### src/rtl/seg_scan_pkg.sv
package seg_scan_pkg;

    // Action applied to one channel lane in a cycle.
    typedef enum logic [1:0] {
        EV_IDLE  = 2'd0,
        EV_ACCUM = 2'd1,
        EV_CLOSE = 2'd2,
        EV_FLUSH = 2'd3
    } lane_ev_e;

    // Scan length: the largest value of the form k*x+1 that does not exceed
    // the clamped channel count. The caller passes x already odd and nonzero.
    function automatic int unsigned scan_len(input int unsigned n,
                                             input int unsigned x,
                                             input int unsigned cap);
        int unsigned nn;
        nn = (n == 0) ? 1 : ((n > cap) ? cap : n);
        return ((nn - 1) / x) * x + 1;
    endfunction

endpackage

### src/rtl/seg_scan_cfg.sv
module seg_scan_cfg #(
    parameter int MAX_CH = 16,
    parameter int CH_W   = 5,
    parameter int SEG_W  = 3
) (
    input  logic             clk,
    input  logic             rst,
    input  logic [CH_W-1:0]  cfg_nch,
    input  logic [SEG_W-1:0] cfg_segs,
    output logic [SEG_W-1:0] seg_eff,
    output logic [CH_W-1:0]  len,
    output logic             flush
);
    import seg_scan_pkg::*;

    logic [CH_W-1:0]  nch_q;
    logic [SEG_W-1:0] segs_q;

    // The shadow copies load during reset as well, so leaving reset causes no flush.
    always_ff @(posedge clk) begin
        nch_q  <= cfg_nch;
        segs_q <= cfg_segs;
    end

    assign seg_eff = cfg_segs | SEG_W'(1);
    assign len     = CH_W'(scan_len(int'(cfg_nch), int'(seg_eff), MAX_CH));
    assign flush   = (cfg_nch != nch_q) || (cfg_segs != segs_q);

    // the scan length is never zero and never exceeds the channel limit
    a_r2_len_bounds: assert property (@(posedge clk) disable iff (rst)
        (len != '0) && (int'(len) <= MAX_CH));

    // the effective segment count is always odd
    a_r2_seg_odd: assert property (@(posedge clk) disable iff (rst)
        seg_eff[0]);

endmodule

### src/rtl/seg_scan_ptr.sv
module seg_scan_ptr #(
    parameter int SEL_W = 4,
    parameter int CH_W  = 5
) (
    input  logic             clk,
    input  logic             rst,
    input  logic             flush,
    input  logic             step,
    input  logic [CH_W-1:0]  len,
    output logic [SEL_W-1:0] sel
);
    logic last;

    assign last = (CH_W'(sel) == len - CH_W'(1));

    always_ff @(posedge clk) begin
        if (rst || flush)
            sel <= '0;
        else if (step)
            sel <= last ? '0 : sel + SEL_W'(1);
    end

    // the select stays inside the scan
    a_r2_sel_in_range: assert property (@(posedge clk) disable iff (rst)
        !flush |-> (CH_W'(sel) < len));

    // a pulse at the last scanned channel returns the select to 0
    a_r3_wrap: assert property (@(posedge clk) disable iff (rst)
        (step && !flush && last) |=> (sel == '0));

    // with no pulse the select holds
    a_r3_hold: assert property (@(posedge clk) disable iff (rst)
        (!step && !flush) |=> $stable(sel));

    // a configuration change restarts the scan
    a_r6_restart: assert property (@(posedge clk) disable iff (rst)
        flush |=> (sel == '0));

endmodule

### src/rtl/seg_scan_lane.sv
module seg_scan_lane #(
    parameter int DATA_W = 14,
    parameter int ACC_W  = 17,
    parameter int SEG_W  = 3
) (
    input  logic                     clk,
    input  logic                     rst,
    input  logic                     flush,
    input  logic                     hit,
    input  logic signed [DATA_W-1:0] data,
    input  logic [SEG_W-1:0]         seg_eff,
    output logic signed [ACC_W-1:0]  sum,
    output logic                     valid
);
    import seg_scan_pkg::*;

    logic signed [ACC_W-1:0] acc;
    logic signed [ACC_W-1:0] ext;
    logic [SEG_W-1:0]        cnt;
    lane_ev_e                ev;

    assign ext = {{(ACC_W-DATA_W){data[DATA_W-1]}}, data};

    always_comb begin
        if (flush)
            ev = EV_FLUSH;
        else if (hit)
            ev = (cnt == seg_eff - SEG_W'(1)) ? EV_CLOSE : EV_ACCUM;
        else
            ev = EV_IDLE;
    end

    always_ff @(posedge clk) begin
        if (rst || ev == EV_FLUSH) begin
            acc   <= '0;
            cnt   <= '0;
            sum   <= '0;
            valid <= 1'b0;
        end else begin
            case (ev)
                EV_ACCUM: begin
                    acc <= acc + ext;
                    cnt <= cnt + SEG_W'(1);
                end
                EV_CLOSE: begin
                    sum   <= acc + ext;
                    valid <= 1'b1;
                    acc   <= '0;
                    cnt   <= '0;
                end
                default: ;
            endcase
        end
    end

    // the segment count stays below the effective segment count
    a_r5_cnt_bound: assert property (@(posedge clk) disable iff (rst)
        !flush |-> (cnt < seg_eff));

    // a completion sets the flag and restarts the accumulator
    a_r5_close: assert property (@(posedge clk) disable iff (rst)
        (ev == EV_CLOSE) |=> (valid && acc == '0 && cnt == '0));

    // a lane that is not hit keeps its state
    a_r4_untouched: assert property (@(posedge clk) disable iff (rst)
        (!hit && !flush) |=> ($stable(acc) && $stable(sum) && $stable(valid)));

    // a flush clears the lane
    a_r6_flush: assert property (@(posedge clk) disable iff (rst)
        flush |=> (!valid && acc == '0 && sum == '0));

endmodule

### src/rtl/seg_scan_seq.sv
module seg_scan_seq #(
    parameter int MAX_CH = 16,
    parameter int MAX_X  = 7,
    parameter int DATA_W = 14,
    parameter int CH_W   = $clog2(MAX_CH + 1),
    parameter int SEG_W  = $clog2(MAX_X + 1),
    parameter int SEL_W  = $clog2(MAX_CH),
    parameter int ACC_W  = DATA_W + SEG_W
) (
    input  logic                      clk,
    input  logic                      rst,
    input  logic [CH_W-1:0]           cfg_nch,
    input  logic [SEG_W-1:0]          cfg_segs,
    input  logic                      conv_done,
    input  logic signed [DATA_W-1:0]  conv_data,
    output logic [SEL_W-1:0]          mux_sel,
    output logic [MAX_CH*ACC_W-1:0]   sum_flat,
    output logic [MAX_CH-1:0]         sum_valid
);
    logic [SEG_W-1:0]  seg_eff;
    logic [CH_W-1:0]   len;
    logic              flush;
    logic [MAX_CH-1:0] hit;

    seg_scan_cfg #(.MAX_CH(MAX_CH), .CH_W(CH_W), .SEG_W(SEG_W)) u_cfg (
        .clk      (clk),
        .rst      (rst),
        .cfg_nch  (cfg_nch),
        .cfg_segs (cfg_segs),
        .seg_eff  (seg_eff),
        .len      (len),
        .flush    (flush)
    );

    seg_scan_ptr #(.SEL_W(SEL_W), .CH_W(CH_W)) u_ptr (
        .clk   (clk),
        .rst   (rst),
        .flush (flush),
        .step  (conv_done),
        .len   (len),
        .sel   (mux_sel)
    );

    for (genvar c = 0; c < MAX_CH; c++) begin : g_lane
        assign hit[c] = conv_done && !flush && (mux_sel == SEL_W'(c));

        seg_scan_lane #(.DATA_W(DATA_W), .ACC_W(ACC_W), .SEG_W(SEG_W)) u_lane (
            .clk     (clk),
            .rst     (rst),
            .flush   (flush),
            .hit     (hit[c]),
            .data    (conv_data),
            .seg_eff (seg_eff),
            .sum     (sum_flat[c*ACC_W +: ACC_W]),
            .valid   (sum_valid[c])
        );
    end

    // one conversion reaches at most one lane
    a_r4_one_lane: assert property (@(posedge clk) disable iff (rst)
        $onehot0(hit));

    // a pulse in a change cycle reaches no lane
    a_r6_drop: assert property (@(posedge clk) disable iff (rst)
        flush |-> (hit == '0));

endmodule

### config.mk
export PLATFORM = sky130hd
export DESIGN_NAME = seg_scan_seq
export DESIGN_NICKNAME = d
export VERILOG_FILES = /design/src/rtl/seg_scan_pkg.sv /design/src/rtl/seg_scan_cfg.sv /design/src/rtl/seg_scan_ptr.sv /design/src/rtl/seg_scan_lane.sv /design/src/rtl/seg_scan_seq.sv
export SDC_FILE = /design/constraint.sdc
export NUM_CORES = 2
export LEC_CHECK = 0
export ABC_AREA = 1
export CORE_ASPECT_RATIO = 1.1
export CORE_MARGIN = 2
export CORE_UTILIZATION = 50
export DETAILED_ROUTE_END_ITERATION = 8
export GPL_ROUTABILITY_DRIVEN = 0
export PLACE_DENSITY = 0.75
export SYNTH_ARGS = -nofsm -noshare
export SYNTH_HDL_FRONTEND = slang
export SYNTH_SLANG_ARGS = --single-unit
### constraint.sdc
create_clock -name clk -period 53.9 [get_ports clk]
set_input_delay 10.78 -clock clk [delete_from_list [all_inputs] [get_ports clk]]
set_output_delay 10.78 -clock clk [all_outputs]
set_load 0.005 [all_outputs]
==> flow_metrics.env <==
export IMPL_status="finished clean"
export IMPL_syn_avg_cell_area_um2=6.61
export IMPL_clk_latency_ps=660
export IMPL_nets=9271
export IMPL_r2r_start="u_cfg.segs_q[0]$_DFF_P_"
export IMPL_cts_clk_slew_worst_paths_ps=60
export IMPL_grt_max_degree=204
export IMPL_synth_seq_cells=620
export IMPL_areaGrowthSynthToFinish_pct=14.2
export IMPL_track_usage_pct=29.6
export IMPL_initial_utilization_pct=50.2
export IMPL_cts_buffers=73
export IMPL_synthXorXnorAreaFrac_pct=5.74
export IMPL_post_route_period_util_pct=94.7
export IMPL_ant_nets=0
export IMPL_worstHoldPathType="reg -> reg"
export IMPL_wirelength_mm=178
export IMPL_syn_num_nets=8931
export IMPL_via_per_inst=5.45
export IMPL_fin_skew_ps=45.8
export IMPL_first_global_vias=53500
export IMPL_clockBufferDepth=3
export IMPL_cp_slowest_stage_delay_ps=430
export IMPL_dominantRegCellSynth="dfxtp_1"
export IMPL_startpoint_type="input port"
export IMPL_cts_tree="yes"
export IMPL_maxSlewViolCount=0
export IMPL_synth_edf_count=0
export IMPL_synth_top_family_by_area="simple AND/OR/NAND/NOR gates"
export IMPL_synthMostInstantiatedCell="nand2_1"
export IMPL_cts_root_buf="clkbuf_16"
export IMPL_synth_mux_area_share_pct=0
export IMPL_worst_pin_slew_ps=1260
export IMPL_yosys_top_cells_count="nand2_1, nor2_1, inv_1, dfxtp_1, a21oi_1"
export IMPL_synthAdderAreaFrac_pct=8.70
export IMPL_htree_levels=3
export IMPL_worstHoldStart="g_lane[5].u_lane.sum[0]$_SDFFE_PP0P_"
export IMPL_worstPathArrival_ps=51560
export IMPL_rows=129
export IMPL_core_region_area_um2=112000
export IMPL_drt_iter0_drc=4493
export IMPL_antenna_found_initial=6
export IMPL_min_period_ps=51060
export IMPL_crit_type="in -> reg"
export IMPL_postCtsHoldBufs=0
export IMPL_synth_cell_types=75
export IMPL_synthSimpleGateAreaFrac_pct=39.2
export IMPL_post_place_ws_ps=-1470
export IMPL_fillCellCount=10400
export IMPL_overflow=0
export IMPL_top_level_ports=317
export IMPL_fmax_mhz=19.6
export IMPL_dieArea_um2=115000
export IMPL_synth_area_leaders="dfxtp_1, nand2_1, ha_1, nor2_1, inv_1"
export IMPL_synth_top_cell_area_share_pct=22.0
export IMPL_worst_path_max_delay_cell="fa_1"
export IMPL_synth_area_um2=56400
export IMPL_hold_viol=0
export IMPL_crit_required_ps=54400
export IMPL_io_buffers=316
export IMPL_vias=56800
export IMPL_die_height_um=356
export IMPL_cp_max_fo=16
export IMPL_wl_per_cell_um=17.0
export IMPL_maxCapViolations=0
export IMPL_relSlewSlack_pct=15.8
export IMPL_worst_slack_ps=2840
export IMPL_async_flop_share_pct=0
export IMPL_seq_area_frac_synth_pct=22.0
export IMPL_drc=0
export IMPL_dp_hpwl_mm=130
export IMPL_synth_compound_area_share_pct=13.3
export IMPL_syn_inst=8526
export IMPL_grt_pass1_wl_mm=277
export IMPL_drive_above_1_share_pct=15.8
export IMPL_critPathLaunch="cfg_nch[3]"
export IMPL_fp_dieW_um=324
export IMPL_setup_viol=0
export IMPL_yosysWarnings=0
export IMPL_dr_pass1_iters=7
export IMPL_synth_top_cell_by_area="dfxtp_1"
export IMPL_crit_top_cell="nand2_1"
export IMPL_clock_sinks=620
export IMPL_cp_end_kind="flip-flop"
-- state kept, by name, indices dropped and copies added, names as in the netlist --
signal and flops:
g_lane.u_lane.sum 272, u_ptr.sel 4, u_cfg.segs_q 3, g_lane.u_lane.acc 272
g_lane.u_lane.cnt 48, g_lane.u_lane.valid 16, u_cfg.nch_q 5
-- cells by family (layout without fill, tap and decap cells) --
| family | Yosys count | in the layout |
|---|---|---|
| and+or+nand+nor | 4391 | 4400 |
| buffers and inverters | 1451 | 1839 |
| AOI/OAI and AO/OA | 1317 | 1317 |
| DFF | 620 | 620 |
| adders and majority gates | 380 | 380 |
| xor gates and xnor gates | 366 | 366 |
| other | 1 | 3 |
-- worst max-delay path, delay by kind of cell --
| family | cells | cell delay [ps] |
|---|---|---|
| xor gates and xnor gates | 8 | 1520 |
| and+or+nand+nor | 166 | 19010 |
| adders and majority gates | 34 | 9820 |
| AOI/OAI and AO/OA | 32 | 4750 |
| buffers and inverters | 60 | 5500 |
-- metrics by stage --
| stage | hold slack [ps] | instance area (um^2) | setup TNS (ps) | util (%) | std cells |
|---|---|---|---|---|---|
| floorplan | 447 | 56600 | 0 | - | 8526 |
| global placement | 448 | 60800 | 0 | 54.2 | 10200 |
| detailed placement | 453 | 60800 | -5830 | 54.2 | 10200 |
| CTS | 468 | 63400 | 0 | 56.5 | 10300 |
| global route | 483 | 64400 | -1220 | 57.4 | 10400 |
| finish | 467 | 64400 | 0 | 57.4 | 10400 |
-- cell type report --
cell class	instances	area, um^2	area share, %
antenna	2	5.00	0.00777
clock buffer	99	2080	3.24
clock inverter	33	432	0.671
inverter	1203	4650	7.22
multi-input combinational	6464	38400	59.6
sequential	620	12400	19.3
tap	1506	1880	2.93
timing repair buffer	504	4540	7.06
-- worst paths after layout --
kind | endpoint | slack (ps) | cells after the start
setup / recovery | u_ptr.sel[1]$_SDFFE_PP0P_ | 2840 | 300
hold / removal | g_lane[5].u_lane.sum[0]$_SDFFE_PP0P_ | 470 | 2
setup reg to reg | g_lane[5].u_lane.acc[2]$_SDFFE_PP0P_ | 48950 | 15
hold reg to reg | g_lane[5].u_lane.sum[0]$_SDFFE_PP0P_ | 470 | 2
-- cells in the final DEF (no fill, tap or decap), types with 118 or more instances in the layout --
cell / instances
nand2_2: 240
ha_1: 353
o21bai_1: 158
a21oi_1: 596
nor2_4: 118
nor2_1: 1076
buf_4: 187
nand2_1: 1763
dfxtp_1: 620
clkdlybuf4s50_1: 300
xor2_1: 307
nand4_1: 179
nand3_2: 135
inv_1: 1057
o21ai_0: 319
nand3_1: 441
-- per-layer routing --
layer	global-route usage [%]	vias to the layer above	wire, um
li1	-	28100	-
met1	37.1	26200	73900
met2	49.1	1998	81600
met3	5.51	520	13600
met4	13.1	4	8450
met5	0	-	23
-- repair_timing --
item / CTS / global route
gates resized for setup: 3 / 63
buffers inserted: 1 / 90
endpoints found under the setup margin: 4 / 4
cloned: 6 / 3
endpoints found under the hold margin: 0 / 0
pin swaps: 3 / 54
Power is not shown: default switching activity piles up to over one toggle a cycle in this logic, so the estimate is an artifact.
